File: src/rtl/nfe_pkg.sv
package nfe_pkg;
    typedef enum logic [1:0] {
        CYC_DATA = 2'd0,
        CYC_CMD  = 2'd1,
        CYC_ADDR = 2'd2
    } cyc_kind_e;

    typedef enum logic [1:0] {
        ST_IDLE   = 2'd0,
        ST_STROBE = 2'd1,
        ST_DONE   = 2'd2
    } fsm_state_e;
endpackage

File: src/rtl/nfe_ctrl_reg.sv
module nfe_ctrl_reg #(
    parameter int NUM_BANKS = 4,
    localparam int CTRL_W = 2 * NUM_BANKS
) (
    input  logic              clk,
    input  logic              rst_n,
    input  logic              wr_en,
    input  logic [CTRL_W-1:0] wr_data,
    output logic [CTRL_W-1:0] ctrl_q,
    output logic [NUM_BANKS-1:0] ce_n
);
    always_ff @(posedge clk or negedge rst_n) begin
        if (!rst_n)
            ctrl_q <= '0;
        else if (wr_en)
            ctrl_q <= wr_data;
    end

    for (genvar b = 0; b < NUM_BANKS; b++) begin : g_bank
        assign ce_n[b] = ~(ctrl_q[2*b] & ctrl_q[2*b+1]);
    end
endmodule

File: src/rtl/nfe_win_decode.sv
module nfe_win_decode
    import nfe_pkg::*;
(
    input  logic      cmd_bit,
    input  logic      adr_bit,
    output cyc_kind_e kind
);
    always_comb begin
        unique case ({adr_bit, cmd_bit})
            2'b01:   kind = CYC_CMD;
            2'b10:   kind = CYC_ADDR;
            default: kind = CYC_DATA;
        endcase
    end
endmodule

File: src/rtl/nfe_rb_sync.sv
module nfe_rb_sync #(
    parameter int STAGES = 2
) (
    input  logic clk,
    input  logic rst_n,
    input  logic d,
    output logic q
);
    logic [STAGES-1:0] pipe;

    always_ff @(posedge clk or negedge rst_n) begin
        if (!rst_n)
            pipe <= '0;
        else
            pipe <= {pipe[STAGES-2:0], d};
    end

    assign q = pipe[STAGES-1];
endmodule

File: src/rtl/nand_bank_frontend.sv
module nand_bank_frontend
    import nfe_pkg::*;
#(
    parameter int NUM_BANKS  = 4,
    parameter int STROBE_CYC = 3,
    parameter int CMD_BIT    = 15,
    parameter int ALE_BIT    = 16,
    localparam int OFF_W     = ALE_BIT + 1,
    localparam int ADDR_W    = OFF_W + 1,
    localparam int DATA_W    = 8
) (
    input  logic                 clk,
    input  logic                 rst_n,
    input  logic                 bus_valid,
    input  logic                 bus_write,
    input  logic [ADDR_W-1:0]    bus_addr,
    input  logic [DATA_W-1:0]    bus_wdata,
    output logic                 bus_ready,
    output logic [DATA_W-1:0]    bus_rdata,
    output logic [NUM_BANKS-1:0] nand_ce_n,
    output logic                 nand_cle,
    output logic                 nand_ale,
    output logic                 nand_we_n,
    output logic                 nand_re_n,
    output logic [DATA_W-1:0]    nand_dq_out,
    output logic                 nand_dq_oe,
    input  logic [DATA_W-1:0]    nand_dq_in,
    input  logic                 nand_rb
);
    localparam int CTRL_W = 2 * NUM_BANKS;
    localparam int CNT_W  = (STROBE_CYC > 1) ? $clog2(STROBE_CYC) : 1;
    localparam logic [OFF_W-1:0] CTRL_OFF = OFF_W'(0);
    localparam logic [OFF_W-1:0] STAT_OFF = OFF_W'(4);

    fsm_state_e       state, state_nx;
    cyc_kind_e        win_kind, kind_q;
    logic [CNT_W-1:0] cnt_q;
    logic             wr_q, win_q;
    logic [DATA_W-1:0] dq_q, rdata_q, reg_rd;
    logic [CTRL_W-1:0] ctrl_q;
    logic             rb_s;
    logic             accept, is_reg, ctrl_wr;
    logic [OFF_W-1:0] off;

    assign off     = bus_addr[OFF_W-1:0];
    assign is_reg  = bus_addr[ADDR_W-1];
    assign accept  = (state == ST_IDLE) && bus_valid;
    assign ctrl_wr = accept && is_reg && bus_write && (off == CTRL_OFF);

    nfe_ctrl_reg #(.NUM_BANKS(NUM_BANKS)) u_ctrl (
        .clk    (clk),
        .rst_n  (rst_n),
        .wr_en  (ctrl_wr),
        .wr_data(bus_wdata[CTRL_W-1:0]),
        .ctrl_q (ctrl_q),
        .ce_n   (nand_ce_n)
    );

    nfe_win_decode u_dec (
        .cmd_bit(bus_addr[CMD_BIT]),
        .adr_bit(bus_addr[ALE_BIT]),
        .kind   (win_kind)
    );

    nfe_rb_sync #(.STAGES(2)) u_rb (
        .clk  (clk),
        .rst_n(rst_n),
        .d    (nand_rb),
        .q    (rb_s)
    );

    always_comb begin
        reg_rd = '0;
        if (off == CTRL_OFF)
            reg_rd = DATA_W'(ctrl_q);
        else if (off == STAT_OFF)
            reg_rd = DATA_W'(rb_s);
    end

    // state register
    always_ff @(posedge clk or negedge rst_n) begin
        if (!rst_n)
            state <= ST_IDLE;
        else
            state <= state_nx;
    end

    // transitions
    always_comb begin
        state_nx = state;
        unique case (state)
            ST_IDLE:   if (accept) state_nx = is_reg ? ST_DONE : ST_STROBE;
            ST_STROBE: if (cnt_q == '0) state_nx = ST_DONE;
            ST_DONE:   state_nx = ST_IDLE;
            default:   state_nx = ST_IDLE;
        endcase
    end

    // per-access latches
    always_ff @(posedge clk or negedge rst_n) begin
        if (!rst_n) begin
            cnt_q   <= '0;
            kind_q  <= CYC_DATA;
            wr_q    <= 1'b0;
            win_q   <= 1'b0;
            dq_q    <= '0;
            rdata_q <= '0;
        end else if (accept) begin
            cnt_q  <= CNT_W'(STROBE_CYC - 1);
            kind_q <= is_reg ? CYC_DATA : win_kind;
            wr_q   <= bus_write;
            win_q  <= !is_reg;
            dq_q   <= bus_wdata;
            if (is_reg && !bus_write)
                rdata_q <= reg_rd;
        end else if (state == ST_STROBE) begin
            if (cnt_q != '0)
                cnt_q <= cnt_q - 1'b1;
            else if (!wr_q)
                rdata_q <= nand_dq_in;
        end
    end

    // outputs
    always_comb begin
        nand_we_n   = 1'b1;
        nand_re_n   = 1'b1;
        nand_cle    = 1'b0;
        nand_ale    = 1'b0;
        nand_dq_oe  = 1'b0;
        nand_dq_out = dq_q;
        bus_ready   = 1'b0;
        bus_rdata   = rdata_q;
        unique case (state)
            ST_IDLE: ;
            ST_STROBE: begin
                nand_we_n  = !wr_q;
                nand_re_n  = wr_q;
                nand_cle   = (kind_q == CYC_CMD);
                nand_ale   = (kind_q == CYC_ADDR);
                nand_dq_oe = wr_q;
            end
            ST_DONE: begin
                nand_cle   = win_q && (kind_q == CYC_CMD);
                nand_ale   = win_q && (kind_q == CYC_ADDR);
                nand_dq_oe = win_q && wr_q;
                bus_ready  = 1'b1;
            end
            default: ;
        endcase
    end
endmodule

File: config.mk
export PLATFORM = sky130hd
export DESIGN_NAME = nand_bank_frontend
export DESIGN_NICKNAME = d
export VERILOG_FILES = /design/src/rtl/nfe_pkg.sv /design/src/rtl/nfe_ctrl_reg.sv /design/src/rtl/nfe_win_decode.sv /design/src/rtl/nfe_rb_sync.sv /design/src/rtl/nand_bank_frontend.sv
export SDC_FILE = /design/constraint.sdc
export NUM_CORES = 1
export LEC_CHECK = 0
export BUFFER_PORTS_ARGS = -buffer_cell sky130_fd_sc_hd__buf_4
export CAP_MARGIN = 0
export CELL_PAD_IN_SITES_DETAIL_PLACEMENT = 0
export CELL_PAD_IN_SITES_GLOBAL_PLACEMENT = 1
export CORE_MARGIN = 2
export CORE_UTILIZATION = 26
export CTS_BUF_LIST = sky130_fd_sc_hd__clkbuf_2 sky130_fd_sc_hd__clkbuf_4 sky130_fd_sc_hd__clkbuf_8
export DETAILED_ROUTE_END_ITERATION = 10
export PLACE_DENSITY = 0.74
export SYNTH_ARGS = -nofsm -noshare
export SYNTH_HDL_FRONTEND = slang
export SYNTH_SLANG_ARGS = --single-unit
File: constraint.sdc
create_clock -name clk -period 2.1 [get_ports clk]
set_clock_uncertainty 0.15 [all_clocks]
set_input_delay 0.21 -clock clk [delete_from_list [all_inputs] [get_ports clk]]
set_output_delay 0.21 -clock clk [all_outputs]
set_load 0.01 [all_outputs]
==> results.md, run 1 <==
* Met3 usage at 0.0298
* CP max-delay cell: dfrtp_1
* Final Util at 0.402
* M1 GR Usage at 0.154
* Starting Density at 0.272
* Crit-path cells: inv_2 > ha_4 > and2_4 > nand3_2 > nor4_4 > buf_6 > mux2_2
* Hold Path Class: input port to register
* GRT Total Usage at 0.118
* DP HPWL at 3.02 mm
* Area leader, netlist: dfrtp_1
* Yosys warnings at 0
* Post-Route WL at 3.97 mm
* Core Region at 5990 um^2
* Total grt overflow at 0
* PortBufs at 64
* Flop-to-flop setup slack at 0.1 ns
* Post-synth top area share at 0.522
* Slew headroom at 0.711
* Period minus WS final at 2.00 ns
* PnR worst setup slack at 0.0996 ns
* Ant diodes at 0
* Syn Inst Count at 140
* Met2 usage at 0.182
* Final setup violation count at 0
* Worst-skew pair later-pin latency at 0.28 ns
* Post-synthesis cell type count at 29
* Yosys reg bits at 34
* Initial antenna violation count at 0
* Max Fclk at 0.500 GHz
* Largest net degree at the start of global routing at 35
* Outcome: complete, no violations
* Hold Startpoint: bus_write
* Row count at 28
* Syn avg cell area at 11.6 um^2
* Critical path arrival at 2.02 ns
* Crit path kind: register to register
* DRC Markers at 0
* # clock sinks at 34
* Die H at 83.2 um
* Max Cap Viol at 0
* Syn Nets at 183
* Vias in the first global route at 1,248
* Worst r2r dst: u_ctrl.ctrl_q[5]
* CTS root buf: clkbuf_8
* Pwr Total at 2.60 mW
* Antenna Nets Post-Route at 0
* CP endpoint kind: register
* Synth-to-Final Area Change at 47.6%
* Die Width at 83.2 um
* Layout cells sized above 1 at 0.475
* Final Hold Viols at 0
* CTS tree: done
* CP max stage delay at 0.41 ns
* Mapped cell area at 1630 um^2
* Crit share post-route at 0.953
* Reg2reg path depth at 7
* Nets@finish at 261
* Largest cells by area after synthesis: dfrtp_1 (52%), mux2_2 (11%), nand2_1 (5.1%), mux2i_1 (4.9%), and2_1 (3.1%)
* Hold depth at 3
* Post-DR vias/cell at 4.36
* Most frequent cells in the layout: buf_4 (67), dfrtp_1 (34), nand2_1 (22), mux2_2 (16), o21ai_0 (9)
* H-tree Lvls at 2
* Max VDD drop at 0.534 mV
* PD cells at 1080 nW/um^2
* Most used routing layer: met2
* Crit path launch type: register
* DR WL/cell at 13.5 um
* Clock slew at reported path FFs at 0.06 ns
* Leakage at 1.12 nW
* Initial DRT Pass Iterations at 4
* First-pass GRT wire length at 6.47 mm
* Via count at 1,283
* Actual transition at the worst max-transition pin at 0.433 ns
* Pins Over Slew Limit at 0
* Register area share after synthesis at 0.522
* FF-to-FF Start: state[0]
* Setup TNS at 0 ns
* GPL Wtd Cong at 0.708
* # IOs at 65
* Unrepaired setup endpoints after global routing: no
* CTS Buffer Depth at 2
* Die ar. at 6920 um^2
* CTS buffer count at 5
* Hold Path End: wr_q
* Worst Path Max Fanout at 8
* Setup WS pre-CTS at 0.0430 ns
* Most common cell after layout, fill and taps aside: buf_4
* Initial DRC count at 38
* Worst Path Required at 2.11 ns
[cells in the mapped netlist (all sizes together)]
master  count
nor3b       2
xnor2       1
nor4        5
o21a        1
o311ai      1
inv         9
mux2       16
clkbuf      1
or3         1
nand2      22
a21oi       2
nand2b      2
dfrtp      34
mux2i       8
a21o        2
ha          4
o41ai       2
nand4b      1
o211ai      1
a22o        1
and2        8
nor2        3
nand3       1
o31ai       1
buf         2
o21ai       9
[worst max-delay path by stage]
stage | startpoint | slack, ns | end
2_1_floorplan | state[0] | 0.03 | bus_rdata[6]
3_3_place_gp | state[0] | 0.09 | u_ctrl.ctrl_q[1]
3_5_place_dp | state[0] | 0.04 | u_ctrl.ctrl_q[5]
4_1_cts | bus_addr[15] | 0.005 | u_ctrl.ctrl_q[5]
5_1_grt | state[0] | 0.02 | u_ctrl.ctrl_q[5]
6_report | state[0] | 0.1 | u_ctrl.ctrl_q[5]
[worst max-delay path: cells and delay by family, from the launching register on]
family / cells / cell delay (ns)
AND/OR/NAND/NOR: 3 / 0.57
buffers and inverters: 2 / 0.26
multiplexers: 1 / 0.33
flip-flops: 1 / 0.41
adder cells (fa/ha/maj): 1 / 0.16
[report_power, final]
group          leakage (nW)  internal (mW)  switching, mW
combinational         0.646          0.594          0.502
sequential            0.426          0.878          0.122
clock                0.0517          0.277          0.224
total                  1.12           1.75          0.848
[stage by stage]
| step | hold slack [ns] | std cells | cell area, um^2 |
|---|---|---|---|
| 2_1_floorplan | -0.236 | 140 | 1630 |
| 3_3_place_gp | 0.0372 | 282 | 2240 |
| 3_5_place_dp | 0.0378 | 282 | 2240 |
| 4_1_cts | 0.0111 | 295 | 2390 |
| 5_1_grt | 0.00861 | 294 | 2410 |
| 6_report | 0.0168 | 294 | 2410 |
[flip-flops by register name (all words and copies together) (netlist names)]
name	flops
bus_rdata	8
nand_dq_out	8
u_ctrl.ctrl_q	8
cnt_q	2
kind_q	2
state	2
u_rb.pipe	2
win_q	1
wr_q	1
[area by class of cell]
type	count	area, um^2
Timing Repair Buffer	74	587
Clock inverter	1	5.00
Multi-Input combinational cell	94	746
Fill cell	593	3580
Inverter	9	33.8
Clock buffer	7	90.1
Tap cell	75	93.8
Sequential cell	34	851
[metal layers]
metal / wire [um] / vias up
met5: 0 / -
met4: 83 / 0
li1: - / 645
met3: 230 / 8
met2: 1940 / 36
met1: 1720 / 594
[logic make-up (layout without fill, tap and decap cells)]
group | after synthesis | after routing | synth area share
mux | 24 | 24 | 0.160
compound gates | 20 | 20 | 0.0867
buf+inv | 12 | 91 | 0.0330
simple gates | 45 | 45 | 0.163
xor+xnor | 1 | 1 | 0.00537
fa+ha+maj | 4 | 4 | 0.0307
flops | 34 | 34 | 0.522
[what timing repair did]
action,in CTS,in global routing
setup buffers,0,0
resized for setup,0,8
endpoints found under the setup margin,0,15
hold endpoints to repair,37,0
hold buffers,5,0
Power figures use the tool's default switching activity.
==> run 2: changes to the inputs <==
--- a/config.mk
+++ b/config.mk
@@ -5,6 +5,7 @@
 export SDC_FILE = /design/constraint.sdc
 export NUM_CORES = 1
 export LEC_CHECK = 0
+export ABC_AREA = 1
 export BUFFER_PORTS_ARGS = -buffer_cell sky130_fd_sc_hd__buf_4
 export CAP_MARGIN = 0
 export CELL_PAD_IN_SITES_DETAIL_PLACEMENT = 0
@@ -13,7 +14,8 @@
 export CORE_UTILIZATION = 26
 export CTS_BUF_LIST = sky130_fd_sc_hd__clkbuf_2 sky130_fd_sc_hd__clkbuf_4 sky130_fd_sc_hd__clkbuf_8
 export DETAILED_ROUTE_END_ITERATION = 10
-export PLACE_DENSITY = 0.74
+export HOLD_SLACK_MARGIN = 0.06
+export PLACE_DENSITY = 0.77
 export SYNTH_ARGS = -nofsm -noshare
 export SYNTH_HDL_FRONTEND = slang
 export SYNTH_SLANG_ARGS = --single-unit
==> results.md, run 2 <==
* Outcome: complete, no violations (unchanged)
* Slew headroom at 0.705 (was 0.711)
* Crit-path cells: inv_1 > ha_1 > nand2_2 > nand4_1 > buf_4 > a21boi_0 > a21oi_1 (was inv_2 > ha_4 > and2_4 > nand3_2 > nor4_4 > buf_6 > mux2_2)
* Syn avg cell area at 8.03 um^2 (was 11.6 um^2)
* Core Region at 6390 um^2 (was 5990 um^2)
* Pins Over Slew Limit at 0 (unchanged)
* Final setup violation count at 0 (unchanged)
* CP max-delay cell: dfrtp_1 (unchanged)
* Total grt overflow at 0 (unchanged)
* First-pass GRT wire length at 7.71 mm (was 6.47 mm)
* DP Cell Count at 356 (was 282)
* Max Cap Viol at 0 (unchanged)
* # IOs at 65 (unchanged)
* Period minus WS final at 1.90 ns (was 2.00 ns)
* Antenna Nets Post-Route at 0 (unchanged)
* Max Fclk at 0.526 GHz (was 0.500 GHz)
* DRC Markers at 0 (unchanged)
* DR WL/cell at 12.2 um (was 13.5 um)
* Die H at 85.7 um (was 83.2 um)
* PD cells at 1080 nW/um^2 (about the same)
* Post-route insts no fill at 377 (was 294)
* Post-DR vias/cell at 4.44 (was 4.36)
* PortBufs at 64 (unchanged)
* Nets@finish at 342 (was 261)
* Row count at 29 (was 28)
* GRT Total Usage at 0.135 (was 0.118)
* Worst Path Max Fanout at 14 (was 8)
* Post-Route WL at 4.61 mm (was 3.97 mm)
* Ant diodes at 0 (unchanged)
* Final Hold Viols at 0 (unchanged)
* Max VDD drop at 0.477 mV (was 0.534 mV)
* Via count at 1,675 (was 1,283)
* Worst-skew pair later-pin latency at 0.29 ns (was 0.28 ns)
* Buf/Inv on CP at 2 (unchanged)
* Mapped cell area at 1740 um^2 (was 1630 um^2)
* H-tree Lvls at 2 (unchanged)
* Most frequent cells after synthesis: nand2_1 (71), dfrtp_1 (34), nor2_1 (24) (was dfrtp_1 (34), nand2_1 (22), mux2_2 (16))
* Initial DRT Pass Iterations at 4 (unchanged)
* Actual transition at the worst max-transition pin at 0.442 ns (was 0.433 ns)
* Synth-to-Final Area Change at 49.0% (was 47.6%)
* Initial DRC count at 60 (was 38)
* Cell family with most CP delay: simple AND/OR/NAND/NOR gates (unchanged)
* CTS Buffer Depth at 2 (unchanged)
* Critical path arrival at 1.92 ns (was 2.02 ns)
* CTS root buf: clkbuf_8 (unchanged)
* CP endpoint kind: register (unchanged)
* Most common cell after layout, fill and taps aside: nand2_1 (was buf_4)
* Area leader, netlist: dfrtp_1 (unchanged)
* Yosys reg bits at 34 (unchanged)
* Synth Flop Type: dfrtp_1 (unchanged)
* Crit path launch type: register (unchanged)
* Starting Density at 0.272 (about the same)
* GPL Wtd Cong at 0.753 (was 0.708)
* Die Width at 85.7 um (was 83.2 um)
* Final-layout fill cell count at 662 (was 593)
* Flop-to-flop setup slack at 0.20 ns (was 0.1 ns)
* Worst Path Required at 2.12 ns (was 2.11 ns)
* Crit path kind: register to register (unchanged)
* DP HPWL at 3.48 mm (was 3.02 mm)
* Post-synth EDFFs at 0 (unchanged)
* # clock sinks at 34 (unchanged)
* Largest cells by area after synthesis: dfrtp_1 (49%), nand2_1 (15%), nor2_1 (5.2%), inv_1 (4.8%), a21boi_0 (3.5%) (was dfrtp_1 (52%), mux2_2 (11%), nand2_1 (5.1%), mux2i_1 (4.9%), and2_1 (3.1%))
* Final Util at 0.405 (was 0.402)
* CTS buffer count at 5 (unchanged)
* Setup TNS at 0 ns (unchanged)
* Die ar. at 7340 um^2 (was 6920 um^2)
* CP max stage delay at 0.38 ns (was 0.41 ns)
* Syn Nets at 259 (was 183)
* Initial antenna violation count at 0 (unchanged)
* Post-synth top area share at 0.490 (was 0.522)
* Syn Inst Count at 216 (was 140)
* CTS tree: done (unchanged)
* Hold Path Class: input port to register (unchanged)
* Most frequent cells in the layout: nand2_1 (71), buf_4 (69), dfrtp_1 (34), nor2_1 (24), inv_1 (22) (was buf_4 (67), dfrtp_1 (34), nand2_1 (22), mux2_2 (16), o21ai_0 (9))
* Leakage at 1.28 nW (was 1.12 nW)
* Yosys warnings at 0 (unchanged)
* Post-synthesis cell type count at 22 (was 29)
* Layout cells sized above 1 at 0.290 (was 0.475)
* Unrepaired setup endpoints after global routing: no (unchanged)
* Register area share after synthesis at 0.490 (was 0.522)
* Clock slew at reported path FFs at 0.07 ns (was 0.06 ns)
* Vias in the first global route at 1,580 (was 1,248)
* Most frequent cell after synthesis: nand2_1 (was dfrtp_1)
* Ys async rst share at 1.00 (unchanged)
* Largest net degree at the start of global routing at 35 (unchanged)
* Crit share post-route at 0.905 (was 0.953)
-- run 2: layout make-up --
class                           count  area, um^2  area share
Multi-Input combinational cell    155         781       0.302
Clock buffer                        6        82.6      0.0319
Sequential cell                    34         851       0.329
Timing Repair Buffer               80         628       0.243
Clock inverter                      2        60.1      0.0232
Inverter                           23        86.3      0.0334
Tap cell                           77        96.3      0.0373
-- run 2: kinds of logic after synthesis --
kind of cell,Yosys count,synth area share
compound gates,27,0.0923
fa+ha+maj,4,0.0288
buf+inv,27,0.0642
flops,34,0.490
simple gates,124,0.324
-- run 2: repair_timing --
action / in CTS / in global routing
setup buffers: 0 / 2
setup endpoints to repair: 0 / 9
resized for setup: 0 / 2
hold buffers: 11 / 0
endpoints found under the hold margin: 53 / 0
-- run 2: metrics by stage --
| step | hold WS [ns] | power [mW] | cell area [um^2] | setup WS (ns) |
|---|---|---|---|---|
| 3_3_place_gp | 0.0370 | 2.01 | 2310 | 0.269 |
| 4_1_cts | 0.0653 | 2.82 | 2560 | 0.123 |
| 6_report | 0.0700 | 2.79 | 2580 | 0.199 |
| 3_5_place_dp | 0.0438 | 2.03 | 2310 | 0.167 |
| 5_1_grt | 0.0898 | 3.01 | 2580 | 0.0326 |
| 2_1_floorplan | -0.236 | 1.55 | 1740 | 0.426 |
-- run 2: power by group --
group	internal, mW	switching, mW	total, mW
Combinational	0.481	0.557	1.04
Clock	0.506	0.246	0.752
Sequential	0.871	0.128	1.00
Total	1.86	0.931	2.79
-- run 2: final timing paths --
| path | start | end | depth (start not counted) |
|---|---|---|---|
| worst min register to register | u_rb.pipe[0] | u_rb.pipe[1] | 0 |
| worst min-delay path | bus_addr[16] | kind_q[0] | 4 |
| max in group asynchronous | rst_n | nand_dq_out[6] | 2 |
| worst max-delay path | state[0] | bus_rdata[4] | 7 |
| min in group asynchronous | rst_n | cnt_q[1] | 2 |
| worst max register to register | state[0] | bus_rdata[4] | 7 |
-- run 2: tightest hold or removal path, stage by stage --
cell and delay, ns:
buf_4 0.09, inv_1 0.05, nand2_1 0.05, o22ai_1 0.06
-- run 2: metal layers --
metal / GRT usage / part of all wire / up-vias
met5: 0 / 0 / -
met4: 0.0519 / 0.016 / 0
met3: 0.0395 / 0.071 / 8
met2: 0.203 / 0.47 / 56
met1: 0.182 / 0.45 / 754
li1: - / - / 857
==> run 3: changes to the inputs <==
--- a/config.mk
+++ b/config.mk
@@ -11,11 +11,12 @@
 export CELL_PAD_IN_SITES_DETAIL_PLACEMENT = 0
 export CELL_PAD_IN_SITES_GLOBAL_PLACEMENT = 1
 export CORE_MARGIN = 2
-export CORE_UTILIZATION = 26
+export CORE_UTILIZATION = 32
 export CTS_BUF_LIST = sky130_fd_sc_hd__clkbuf_2 sky130_fd_sc_hd__clkbuf_4 sky130_fd_sc_hd__clkbuf_8
 export DETAILED_ROUTE_END_ITERATION = 10
 export HOLD_SLACK_MARGIN = 0.06
-export PLACE_DENSITY = 0.77
+export PLACE_DENSITY = 0.89
+export SETUP_SLACK_MARGIN = 0.05
 export SYNTH_ARGS = -nofsm -noshare
 export SYNTH_HDL_FRONTEND = slang
 export SYNTH_SLANG_ARGS = --single-unit
==> results.md, run 3 (same netlist as run 2, synthesis figures left out) <==
* Outcome: complete, no violations (unchanged)
* Worst Path Max Fanout at 5 (was 14)
* Row count at 26 (was 29)
* Largest net degree at the start of global routing at 35 (unchanged)
* Hold Startpoint: bus_addr[16] (unchanged)
* Flop pwr share at 0.375 (was 0.358)
* Initial DRC count at 49 (was 60)
* Most frequent cells in the layout: nand2_1 (71), buf_4 (69), dfrtp_1 (34), nor2_1 (24), inv_1 (22) (unchanged)
* CTS root buf: clkbuf_8 (unchanged)
* Max Fclk at 0.535 GHz (was 0.526 GHz)
* Dpl cell area at 2310 um^2 (about the same)
* DP Cell Count at 350 (was 356)
* Antenna Nets Post-Route at 0 (unchanged)
* CP endpoint kind: output port (was register)
* H-tree Lvls at 2 (unchanged)
* PnR worst setup slack at 0.229 ns (was 0.199 ns)
* Max Cap Viol at 0 (unchanged)
* Die H at 77.6 um (was 85.7 um)
* CTS Buffer Depth at 2 (unchanged)
* Worst Path Required at 1.74 ns (was 2.12 ns)
* Internal at 1.74 mW (was 1.86 mW)
* Setup WS pre-CTS at 0.185 ns (was 0.167 ns)
* Hold Path End: kind_q[0] (unchanged)
* Crit path launch type: register (unchanged)
* Worst-skew pair later-pin latency at 0.28 ns (was 0.29 ns)
* Layout cells sized above 1 at 0.288 (was 0.290)
* Pwr Total at 2.66 mW (was 2.79 mW)
* Post-route insts no fill at 369 (was 377)
* Nets@finish at 342 (unchanged)
* PortBufs at 64 (unchanged)
* Pins Over Slew Limit at 0 (unchanged)
* Multi-input gate area at 781 um^2 (unchanged)
* Synth-to-Final Area Change at 46.7% (was 49.0%)
* Most common cell after layout, fill and taps aside: nand2_1 (unchanged)
* Clock slew at reported path FFs at 0.06 ns (was 0.07 ns)
* Core Region at 5170 um^2 (was 6390 um^2)
* Worst r2r dst: bus_rdata[4] (unchanged)
* GPL Wtd Cong at 0.825 (was 0.753)
* First-pass GRT wire length at 7.69 mm (was 7.71 mm)
* Unrepaired setup endpoints after global routing: no (unchanged)
* Post-DR vias/cell at 4.50 (was 4.44)
* Setup TNS at 0 ns (unchanged)
* Final setup violation count at 0 (unchanged)
* Die ar. at 6030 um^2 (was 7340 um^2)
* Final Hold Viols at 0 (unchanged)
* Via count at 1,661 (was 1,675)
* DR WL/cell at 12.0 um (was 12.2 um)
* Net Sw Frac at 0.345 (was 0.334)
* Starting Density at 0.336 (was 0.272)
* Register area at 851 um^2 (unchanged)
* Max VDD drop at 0.634 mV (was 0.477 mV)
* Vias in the first global route at 1,612 (was 1,580)
* Total grt overflow at 0 (unchanged)
* Clock Power Share at 0.230 (was 0.270)
* Hold Path Class: input port to register (unchanged)
* # IOs at 65 (unchanged)
* Initial DRT Pass Iterations at 4 (unchanged)
* Actual transition at the worst max-transition pin at 0.428 ns (was 0.442 ns)
* Logic pwr share at 0.395 (was 0.372)
* Final Util at 0.492 (was 0.405)
* FF-to-FF Start: state[0] (unchanged)
* Crit path kind: register to output port (was register to register)
* Die Width at 77.6 um (was 85.7 um)
* GRT Total Usage at 0.159 (was 0.135)
* Final-layout fill cell count at 507 (was 662)
* # clock sinks at 34 (unchanged)
* Post-Route WL at 4.43 mm (was 4.61 mm)
* Critical path arrival at 1.51 ns (was 1.92 ns)
* Hold_ws at 0.0823 ns (was 0.0700 ns)
* PD cells at 1050 nW/um^2 (was 1080 nW/um^2)
* Initial antenna violation count at 0 (unchanged)
* DP HPWL at 3.22 mm (was 3.48 mm)
* Period minus WS final at 1.87 ns (was 1.90 ns)
* Crit share post-route at 0.891 (was 0.905)
* Hold depth at 4 (unchanged)
* Reg2reg path depth at 8 (was 7)
* CTS tree: done (unchanged)
* Leakage at 1.27 nW (was 1.28 nW)
* Ant diodes at 0 (unchanged)
* CTS buffer count at 5 (unchanged)
* Slew headroom at 0.715 (was 0.705)
* P_sw at 0.919 mW (was 0.931 mW)
* Finished Cell Area at 2550 um^2 (was 2580 um^2)
* Flop-to-flop setup slack at 0.25 ns (was 0.20 ns)
* DRC Markers at 0 (unchanged)
[run 3: cell count changes in the layout (fill, tap and decap cells not counted)]
cell	before	now
bufinv_16	2	1
[run 3: worst max-delay path, stage by stage, from the launching register on]
cell and delay (ns):
dfrtp_1 0.40, inv_1 0.09, ha_2 0.23, inv_1 0.07, nand2_1 0.06, nand2_1 0.08, nor3_1 0.16, buf_4 0.15
[run 3: per-layer routing]
| layer | part of all wire | track usage | vias to the layer above |
|---|---|---|---|
| met4 | 0.013 | 0.0536 | 0 |
| li1 | - | - | 856 |
| met1 | 0.47 | 0.207 | 752 |
| met5 | 0 | 0 | - |
| met3 | 0.055 | 0.0395 | 7 |
| met2 | 0.47 | 0.259 | 46 |
[run 3: what timing repair did]
item	4_1_cts	5_1_grt
hold buffers	11	0
gates resized for setup	0	2
endpoints found under the hold margin	53	0
setup buffers	0	1
setup endpoints to repair	0	10
[run 3: power groups by stage]
stage                     clock network, mW  logic [mW]  registers [mW]
final                                 0.612        1.05           0.998
after floorplan                           0       0.489            1.06
after global placement                    0        1.01            1.00
after global routing                  0.648        1.17            1.03
after detailed placement                  0        1.03           0.999
after CTS                             0.625        1.05           0.994
[run 3: how the worst max path moves through the flow]
| stage | startpoint | endpoint | slack (ns) | cells past startpoint |
|---|---|---|---|---|
| 2_1_floorplan | state[0] | u_ctrl.ctrl_q[0] | 0.43 | 8 |
| 5_1_grt | state[1] | nand_cle | 0.06 | 7 |
| 3_3_place_gp | state[0] | bus_rdata[5] | 0.25 | 6 |
| 3_5_place_dp | state[0] | bus_rdata[1] | 0.19 | 7 |
| 6_report | state[1] | nand_cle | 0.23 | 7 |
| 4_1_cts | state[0] | bus_rdata[1] | 0.13 | 7 |
[run 3: area by class of cell]
cell class / instances / share of cell area
multi-input combinational: 155 / 0.307
sequential: 34 / 0.334
clock buffer: 6 / 0.0324
clock inverter: 1 / 0.0118
timing repair buffer: 80 / 0.247
inverter: 23 / 0.0339
tap: 70 / 0.0344
